==> src/rtl/draw_fe_pkg.sv <==
package draw_fe_pkg;
  localparam int DATA_W = 16;
  localparam int SEL_W  = 3;
  localparam int SUB_W  = 12;

  localparam logic [SEL_W-1:0] SEL_X   = 3'd0;
  localparam logic [SEL_W-1:0] SEL_Y   = 3'd1;
  localparam logic [SEL_W-1:0] SEL_MAJ = 3'd2;
  localparam logic [SEL_W-1:0] SEL_FG  = 3'd3;
  localparam logic [SEL_W-1:0] SEL_MUX = 3'd4;
  localparam logic [SEL_W-1:0] SEL_CMD = 3'd5;

  localparam logic [3:0] SUB_MINOR = 4'h0;
  localparam logic [3:0] SUB_TOP   = 4'h1;
  localparam logic [3:0] SUB_LEFT  = 4'h2;
  localparam logic [3:0] SUB_BOT   = 4'h3;
  localparam logic [3:0] SUB_RIGHT = 4'h4;
  localparam logic [3:0] SUB_PIX   = 4'hA;

  typedef struct packed {
    logic [SEL_W-1:0]  sel;
    logic [DATA_W-1:0] data;
  } fe_entry_t;
endpackage

==> src/rtl/draw_fe_fifo.sv <==
module draw_fe_fifo
  import draw_fe_pkg::*;
#(
  parameter int DEPTH = 8,
  localparam int PTR_W = (DEPTH > 1) ? $clog2(DEPTH) : 1,
  localparam int CNT_W = $clog2(DEPTH + 1)
) (
  input  logic             clk_i,
  input  logic             rst_ni,
  input  logic             push_i,
  input  fe_entry_t        entry_i,
  input  logic             pop_i,
  output fe_entry_t        head_o,
  output logic [CNT_W-1:0] count_o,
  output logic             push_ok_o,
  output logic             ovf_o
);
  fe_entry_t        mem [DEPTH];
  logic [PTR_W-1:0] wptr, rptr;
  logic             full, do_pop;

  assign full      = (count_o == CNT_W'(DEPTH));
  assign push_ok_o = push_i && !full;
  assign do_pop    = pop_i && (count_o != '0);
  assign head_o    = mem[rptr];

  always_ff @(posedge clk_i) begin
    if (push_ok_o) mem[wptr] <= entry_i;
  end

  always_ff @(posedge clk_i or negedge rst_ni) begin
    if (!rst_ni) begin
      wptr    <= '0;
      rptr    <= '0;
      count_o <= '0;
      ovf_o   <= 1'b0;
    end else begin
      if (push_ok_o) wptr <= (wptr == PTR_W'(DEPTH - 1)) ? '0 : wptr + 1'b1;
      if (do_pop)    rptr <= (rptr == PTR_W'(DEPTH - 1)) ? '0 : rptr + 1'b1;
      case ({push_ok_o, do_pop})
        2'b10:   count_o <= count_o + 1'b1;
        2'b01:   count_o <= count_o - 1'b1;
        default: ;
      endcase
      if (push_i && full) ovf_o <= 1'b1;
    end
  end

  assert_full_drop_R3: assert property (@(posedge clk_i) disable iff (!rst_ni)
    (push_i && full && !pop_i) |=> $stable(count_o));
  assert_ovf_sticky_R3: assert property (@(posedge clk_i) disable iff (!rst_ni)
    ovf_o |=> ovf_o);
  assert_pop_count_R1: assert property (@(posedge clk_i) disable iff (!rst_ni)
    (do_pop && !push_i) |=> (count_o == $past(count_o) - 1'b1));
endmodule

==> src/rtl/draw_fe_regs.sv <==
module draw_fe_regs
  import draw_fe_pkg::*;
(
  input  logic              clk_i,
  input  logic              rst_ni,
  input  logic              apply_i,
  input  fe_entry_t         entry_i,
  output logic [DATA_W-1:0] cur_x_o,
  output logic [DATA_W-1:0] cur_y_o,
  output logic [DATA_W-1:0] maj_cnt_o,
  output logic [DATA_W-1:0] fg_color_o,
  output logic [SUB_W-1:0]  minor_cnt_o,
  output logic [SUB_W-1:0]  clip_top_o,
  output logic [SUB_W-1:0]  clip_left_o,
  output logic [SUB_W-1:0]  clip_bot_o,
  output logic [SUB_W-1:0]  clip_right_o,
  output logic [SUB_W-1:0]  pix_ctl_o,
  output logic              cmd_valid_o,
  output logic [DATA_W-1:0] cmd_word_o
);
  logic [3:0]       sub_idx;
  logic [SUB_W-1:0] sub_val;
  assign sub_idx = entry_i.data[DATA_W-1 -: 4];
  assign sub_val = entry_i.data[SUB_W-1:0];

  always_ff @(posedge clk_i or negedge rst_ni) begin
    if (!rst_ni) begin
      cur_x_o      <= '0;
      cur_y_o      <= '0;
      maj_cnt_o    <= '0;
      fg_color_o   <= '0;
      minor_cnt_o  <= '0;
      clip_top_o   <= '0;
      clip_left_o  <= '0;
      clip_bot_o   <= '0;
      clip_right_o <= '0;
      pix_ctl_o    <= '0;
      cmd_valid_o  <= 1'b0;
      cmd_word_o   <= '0;
    end else begin
      cmd_valid_o <= apply_i && (entry_i.sel == SEL_CMD);
      if (apply_i) begin
        case (entry_i.sel)
          SEL_X:   cur_x_o    <= entry_i.data;
          SEL_Y:   cur_y_o    <= entry_i.data;
          SEL_MAJ: maj_cnt_o  <= entry_i.data;
          SEL_FG:  fg_color_o <= entry_i.data;
          SEL_CMD: cmd_word_o <= entry_i.data;
          SEL_MUX: begin
            case (sub_idx)
              SUB_MINOR: minor_cnt_o  <= sub_val;
              SUB_TOP:   clip_top_o   <= sub_val;
              SUB_LEFT:  clip_left_o  <= sub_val;
              SUB_BOT:   clip_bot_o   <= sub_val;
              SUB_RIGHT: clip_right_o <= sub_val;
              SUB_PIX:   pix_ctl_o    <= sub_val;
              default: ;
            endcase
          end
          default: ;
        endcase
      end
    end
  end

  assert_strobe_pulse_R8: assert property (@(posedge clk_i) disable iff (!rst_ni)
    cmd_valid_o |=> !cmd_valid_o);
endmodule

==> src/rtl/draw_fe_status.sv <==
module draw_fe_status #(
  parameter int DEPTH = 8,
  localparam int CNT_W = $clog2(DEPTH + 1)
) (
  input  logic             clk_i,
  input  logic             rst_ni,
  input  logic [CNT_W-1:0] count_i,
  input  logic             busy_i,
  output logic [15:0]      status_o
);
  localparam int THERM_W = 8;
  logic [CNT_W-1:0]   free_slots;
  logic [THERM_W-1:0] therm;

  assign free_slots = CNT_W'(DEPTH) - count_i;

  for (genvar k = 0; k < THERM_W; k++) begin : g_therm
    assign therm[k] = (int'(free_slots) >= (THERM_W - k));
  end

  assign status_o = {5'b0, (count_i == '0), busy_i, 1'b0, therm};

  assert_empty_all_free_R6: assert property (@(posedge clk_i) disable iff (!rst_ni)
    status_o[10] |-> (status_o[7:0] == 8'hFF));
endmodule

==> src/rtl/draw_cmd_frontend.sv <==
module draw_cmd_frontend
  import draw_fe_pkg::*;
#(
  parameter int DEPTH = 8,
  localparam int CNT_W = $clog2(DEPTH + 1)
) (
  input  logic              clk_i,
  input  logic              rst_ni,
  input  logic              wr_en_i,
  input  logic [SEL_W-1:0]  wr_sel_i,
  input  logic [DATA_W-1:0] wr_data_i,
  input  logic              engine_busy_i,
  output logic [15:0]       status_o,
  output logic              overflow_o,
  output logic [DATA_W-1:0] cur_x_o,
  output logic [DATA_W-1:0] cur_y_o,
  output logic [DATA_W-1:0] maj_cnt_o,
  output logic [DATA_W-1:0] fg_color_o,
  output logic [SUB_W-1:0]  minor_cnt_o,
  output logic [SUB_W-1:0]  clip_top_o,
  output logic [SUB_W-1:0]  clip_left_o,
  output logic [SUB_W-1:0]  clip_bot_o,
  output logic [SUB_W-1:0]  clip_right_o,
  output logic [SUB_W-1:0]  pix_ctl_o,
  output logic              cmd_valid_o,
  output logic [2:0]        cmd_type_o,
  output logic              cmd_draw_o,
  output logic [DATA_W-1:0] cmd_word_o
);
  fe_entry_t        wr_entry, head;
  logic [CNT_W-1:0] count, cmd_cnt;
  logic             push_ok, head_cmd, pop, pop_cmd, busy_stat;

  assign wr_entry = '{sel: wr_sel_i, data: wr_data_i};
  assign head_cmd = (head.sel == SEL_CMD);
  // command waits for idle engine and for the previous strobe to be seen
  assign pop      = (count != '0) && (!head_cmd || (!engine_busy_i && !cmd_valid_o));
  assign pop_cmd  = pop && head_cmd;

  draw_fe_fifo #(.DEPTH(DEPTH)) u_fifo (
    .clk_i, .rst_ni,
    .push_i(wr_en_i), .entry_i(wr_entry), .pop_i(pop),
    .head_o(head), .count_o(count), .push_ok_o(push_ok), .ovf_o(overflow_o)
  );

  always_ff @(posedge clk_i or negedge rst_ni) begin
    if (!rst_ni) cmd_cnt <= '0;
    else case ({push_ok && (wr_sel_i == SEL_CMD), pop_cmd})
      2'b10:   cmd_cnt <= cmd_cnt + 1'b1;
      2'b01:   cmd_cnt <= cmd_cnt - 1'b1;
      default: ;
    endcase
  end

  draw_fe_regs u_regs (
    .clk_i, .rst_ni, .apply_i(pop), .entry_i(head),
    .cur_x_o, .cur_y_o, .maj_cnt_o, .fg_color_o, .minor_cnt_o,
    .clip_top_o, .clip_left_o, .clip_bot_o, .clip_right_o, .pix_ctl_o,
    .cmd_valid_o, .cmd_word_o
  );

  assign cmd_type_o = cmd_word_o[15:13];
  assign cmd_draw_o = cmd_word_o[4];
  assign busy_stat  = engine_busy_i || cmd_valid_o || (cmd_cnt != '0);

  draw_fe_status #(.DEPTH(DEPTH)) u_status (
    .clk_i, .rst_ni, .count_i(count), .busy_i(busy_stat), .status_o
  );

  assert_launch_idle_R9: assert property (@(posedge clk_i) disable iff (!rst_ni)
    $rose(cmd_valid_o) |-> !$past(engine_busy_i));
  assert_strobe_busy_R5: assert property (@(posedge clk_i) disable iff (!rst_ni)
    cmd_valid_o |-> status_o[9]);
  assert_full_no_free_R4: assert property (@(posedge clk_i) disable iff (!rst_ni)
    (count == CNT_W'(DEPTH)) |-> (status_o[7:0] == 8'h00));
endmodule

==> config.mk <==
export PLATFORM = sky130hd
export DESIGN_NAME = draw_cmd_frontend
export DESIGN_NICKNAME = d
export VERILOG_FILES = /design/src/rtl/draw_fe_pkg.sv /design/src/rtl/draw_fe_fifo.sv /design/src/rtl/draw_fe_regs.sv /design/src/rtl/draw_fe_status.sv /design/src/rtl/draw_cmd_frontend.sv
export SDC_FILE = /design/constraint.sdc
export NUM_CORES = 1
export LEC_CHECK = 0
export BUFFER_PORTS_ARGS = -buffer_cell sky130_fd_sc_hd__buf_2
export CORE_MARGIN = 2
export CORE_UTILIZATION = 34
export DETAILED_ROUTE_END_ITERATION = 7
export PLACE_DENSITY = 0.49
export SLEW_MARGIN = 20
export SYNTH_ARGS = -nofsm -noshare
export SYNTH_HDL_FRONTEND = slang
export SYNTH_SLANG_ARGS = --single-unit
==> constraint.sdc <==
create_clock -name clk_i -period 8.1 [get_ports clk_i]
set_input_delay 0.81 -clock clk_i [delete_from_list [all_inputs] [get_ports clk_i]]
set_output_delay 0.81 -clock clk_i [all_outputs]
set_load 0.03 [all_outputs]
==> out/metrics.yaml <==
status: "completed"
rr_worst_depth: 10
post_cts_buffers: 0
r2r-start: "u_fifo.rptr[0]"
critical_path_depth: 10
dpl_cell_area_mm2: 0.0142
crit_family: "buffers and inverters"
layoutNonFillerInstCount: 1389
track_usage_pct: 15.1
hold_buffers: 0
num_io_pins: 197
crit_chain: "buf_4 -> mux4_2 -> mux2_4 -> nor4_4 -> buf_4 -> ha_1 -> nor4bb_1 -> a211oi_1 -> a211oi_1 -> xor2_1"
critical_path.startpoint_type: "register"
hold_ws_ns: 0.404
port_buffers: 190
grt_antenna_before_repair: 7
drv_cap: 0
synth_edf_count: 152
min_path_type: "in -> async"
avgSynthCellArea_um2: 18.4
dp_cells: 1324
cts_sinks: 320
max_clock_freq_mhz: 262
finalPower_mw: 7.46
vdd_drop_max_uv: 186
hpwl_mm: 19.0
hold_viol: 0
die_w_um: 197
tns_ns: 0
clk_pin_slew_worst_paths_ns: 0.06
layout_commonest_cell: "buf_2"
core_area_mm2: 0.0367
area_growth_pct: 20.9
post-route-util_pct: 41.9
numCtsBuffers: 36
min_period_ns: 3.82
worstPathMaxFanout: 41
crit_slowest_cell: "buf_4"
drt-wirelength-per-cell_um: 21.1
synth_ff_type: "dfrtp_1"
initial_core_util_pct: 34.7
crit_arrival_ns: 4.25
worstSetupPathType: "reg -> reg"
drc_errors: 0
wl_mm: 29.4
required_ns: 8.53
ant_nets: 0
root_buffer: "clkbuf_16"
async_reset_ff_share_pct: 52.5
cts_resized: 0
crit_end: "cmd_cnt[3]"
ys_types: 50
gp_congestion: 0.685
crit_path_start: "u_fifo.rptr[0]"
ys_ff_latch: 320
slew_violations: 0
r2r_slack_ns: 4.28
first_iter_violations: 244
via_per_inst: 4.85
worst_slack_ns: 4.28
row_count: 70
syn-cell-area_mm2: 0.0127
syn_inst: 692
first_pass_iters: 4
cts_tree: "yes"
endpoint_kind: "register"
grt_pass1_wl_mm: 44.2
final-setup-viol-count: 0
r2r-end: "cmd_cnt[3]"
cts_max_level: 2
dieArea_mm2: 0.0390
insertion_delay_ns: 0.51
via_count: 6736
first_global_vias: 6861
die_h_um: 197
worst_pin_slew_ns: 1.01
final_cell_area_mm2: 0.0154
fin_skew_ns: 0.0167
grt_overflow: 0
rsz0062_at_grt: "false"
cpPeakStageDelay_ns: 0.65
maxSlewHeadroom_pct: 32.3
yosysSeqAreaShare_pct: 68.9
critPathBufInv: 2
grt_max_degree: 94
fillCellCount: 3346
place_ws_ns: 4.19
cts_buffer_depth: 3
nNetsFinal: 931
p_leak_nw: 6.48
p_per_area_mw_per_mm2: 485
final_cell_mix: "buf_2 (189), dfrtp_1 (167), edfxtp_1 (152)"
finalCritPeriodShare_pct: 47.1
yosys_warnings: 0
drive_gt1_share_pct: 51.1
==> sequential cells by signal, indices dropped and copies added (netlist names), 12 cells and up <==
register / flops
u_fifo.mem: 152
u_regs.cmd_word_o: 16
u_regs.cur_x_o: 16
u_regs.cur_y_o: 16
u_regs.fg_color_o: 16
u_regs.maj_cnt_o: 16
u_regs.clip_bot_o: 12
u_regs.clip_left_o: 12
u_regs.clip_right_o: 12
u_regs.clip_top_o: 12
u_regs.minor_cnt_o: 12
u_regs.pix_ctl_o: 12
==> worst min path at each step <==
stage / from / to / depth (start not counted)
after floorplan: cmd_cnt[3] / cmd_cnt[3] / 1
after global placement: u_fifo.ovf_o / u_fifo.ovf_o / 1
after detailed placement: u_fifo.ovf_o / u_fifo.ovf_o / 1
after CTS: rst_ni / u_regs.fg_color_o[0] / 1
after global routing: rst_ni / u_regs.cmd_word_o[0] / 1
final: rst_ni / u_regs.fg_color_o[0] / 1
==> layout make-up <==
| class | instances | area (um2) | area share (%) |
|---|---|---|---|
| Antenna cell | 1 | 2.50 | 0.0163 |
| Clock buffer | 44 | 962 | 6.26 |
| Clock inverter | 20 | 256 | 1.67 |
| Inverter | 7 | 26.3 | 0.171 |
| Multi-Input combinational cell | 324 | 3710 | 24.1 |
| Sequential cell | 320 | 8770 | 57.0 |
| Tap cell | 468 | 586 | 3.81 |
| Timing Repair Buffer | 205 | 1070 | 6.96 |
==> metal layers <==
layer,GRT usage (%),vias up,wire length (um)
met4,3.51,12,472
met5,0,-,84
met2,24.1,163,13500
met3,4.11,47,1840
li1,-,3010,-
met1,20.6,3504,13500
==> report_power, final <==
part / internal, mW / total, mW / switching, mW
sequential: 2.24 / 2.49 / 0.253
clock: 1.04 / 1.67 / 0.630
combinational: 1.21 / 3.30 / 2.09
total: 4.49 / 7.46 / 2.97
==> synthesized netlist by cell type (2+ instances only) <==
| master | number | area share, % |
|---|---|---|
| nand3b_1 | 2 | 0.12 |
| ha_1 | 13 | 1.3 |
| nor3_1 | 6 | 0.24 |
| nor4_1 | 2 | 0.098 |
| mux2_1 | 20 | 1.8 |
| dfrtp_1 | 168 | 33 |
| mux2_2 | 146 | 13 |
| a21o_1 | 2 | 0.12 |
| mux2i_1 | 4 | 0.31 |
| mux4_2 | 36 | 6.4 |
| nor2b_1 | 7 | 0.34 |
| a211oi_1 | 2 | 0.12 |
| xor2_1 | 6 | 0.41 |
| buf_6 | 4 | 0.35 |
| xnor2_1 | 5 | 0.34 |
| nand4b_1 | 2 | 0.14 |
| buf_2 | 10 | 0.39 |
| nand2b_1 | 3 | 0.15 |
| o21ai_0 | 2 | 0.079 |
| nand4_1 | 4 | 0.20 |
| mux2_4 | 10 | 1.2 |
| a21oi_1 | 2 | 0.079 |
| buf_4 | 12 | 0.71 |
| nand2_1 | 11 | 0.32 |
| buf_1 | 3 | 0.088 |
| or3_1 | 3 | 0.15 |
| edfxtp_1 | 152 | 36 |
| clkbuf_1 | 16 | 0.47 |
| inv_1 | 7 | 0.21 |
| nand3_1 | 4 | 0.16 |
| nor2_1 | 9 | 0.27 |
==> cell families (layout without fill, tap and decap cells) <==
group           count (synthesis)  count (layout)  synth area share [%]
other cells                     1               7                0.0295
simple gates                   62              62                  2.98
buf+inv                        53             276                  2.38
compound gates                 14              14                 0.796
fa+ha+maj                      14              14                  1.44
flops                         320             320                  68.9
xor+xnor                       11              11                 0.757
mux                           217             217                  22.7
==> worst reg2reg max path: stages (launching register included) <==
cell	delay (ns)
dfrtp_2	0.37
buf_4	0.65
mux4_2	0.60
mux2_4	0.34
nor4_4	0.26
buf_4	0.38
ha_1	0.32
nor4bb_1	0.32
a211oi_1	0.08
a211oi_1	0.26
xor2_1	0.17
Power figures use the tool's default switching activity.
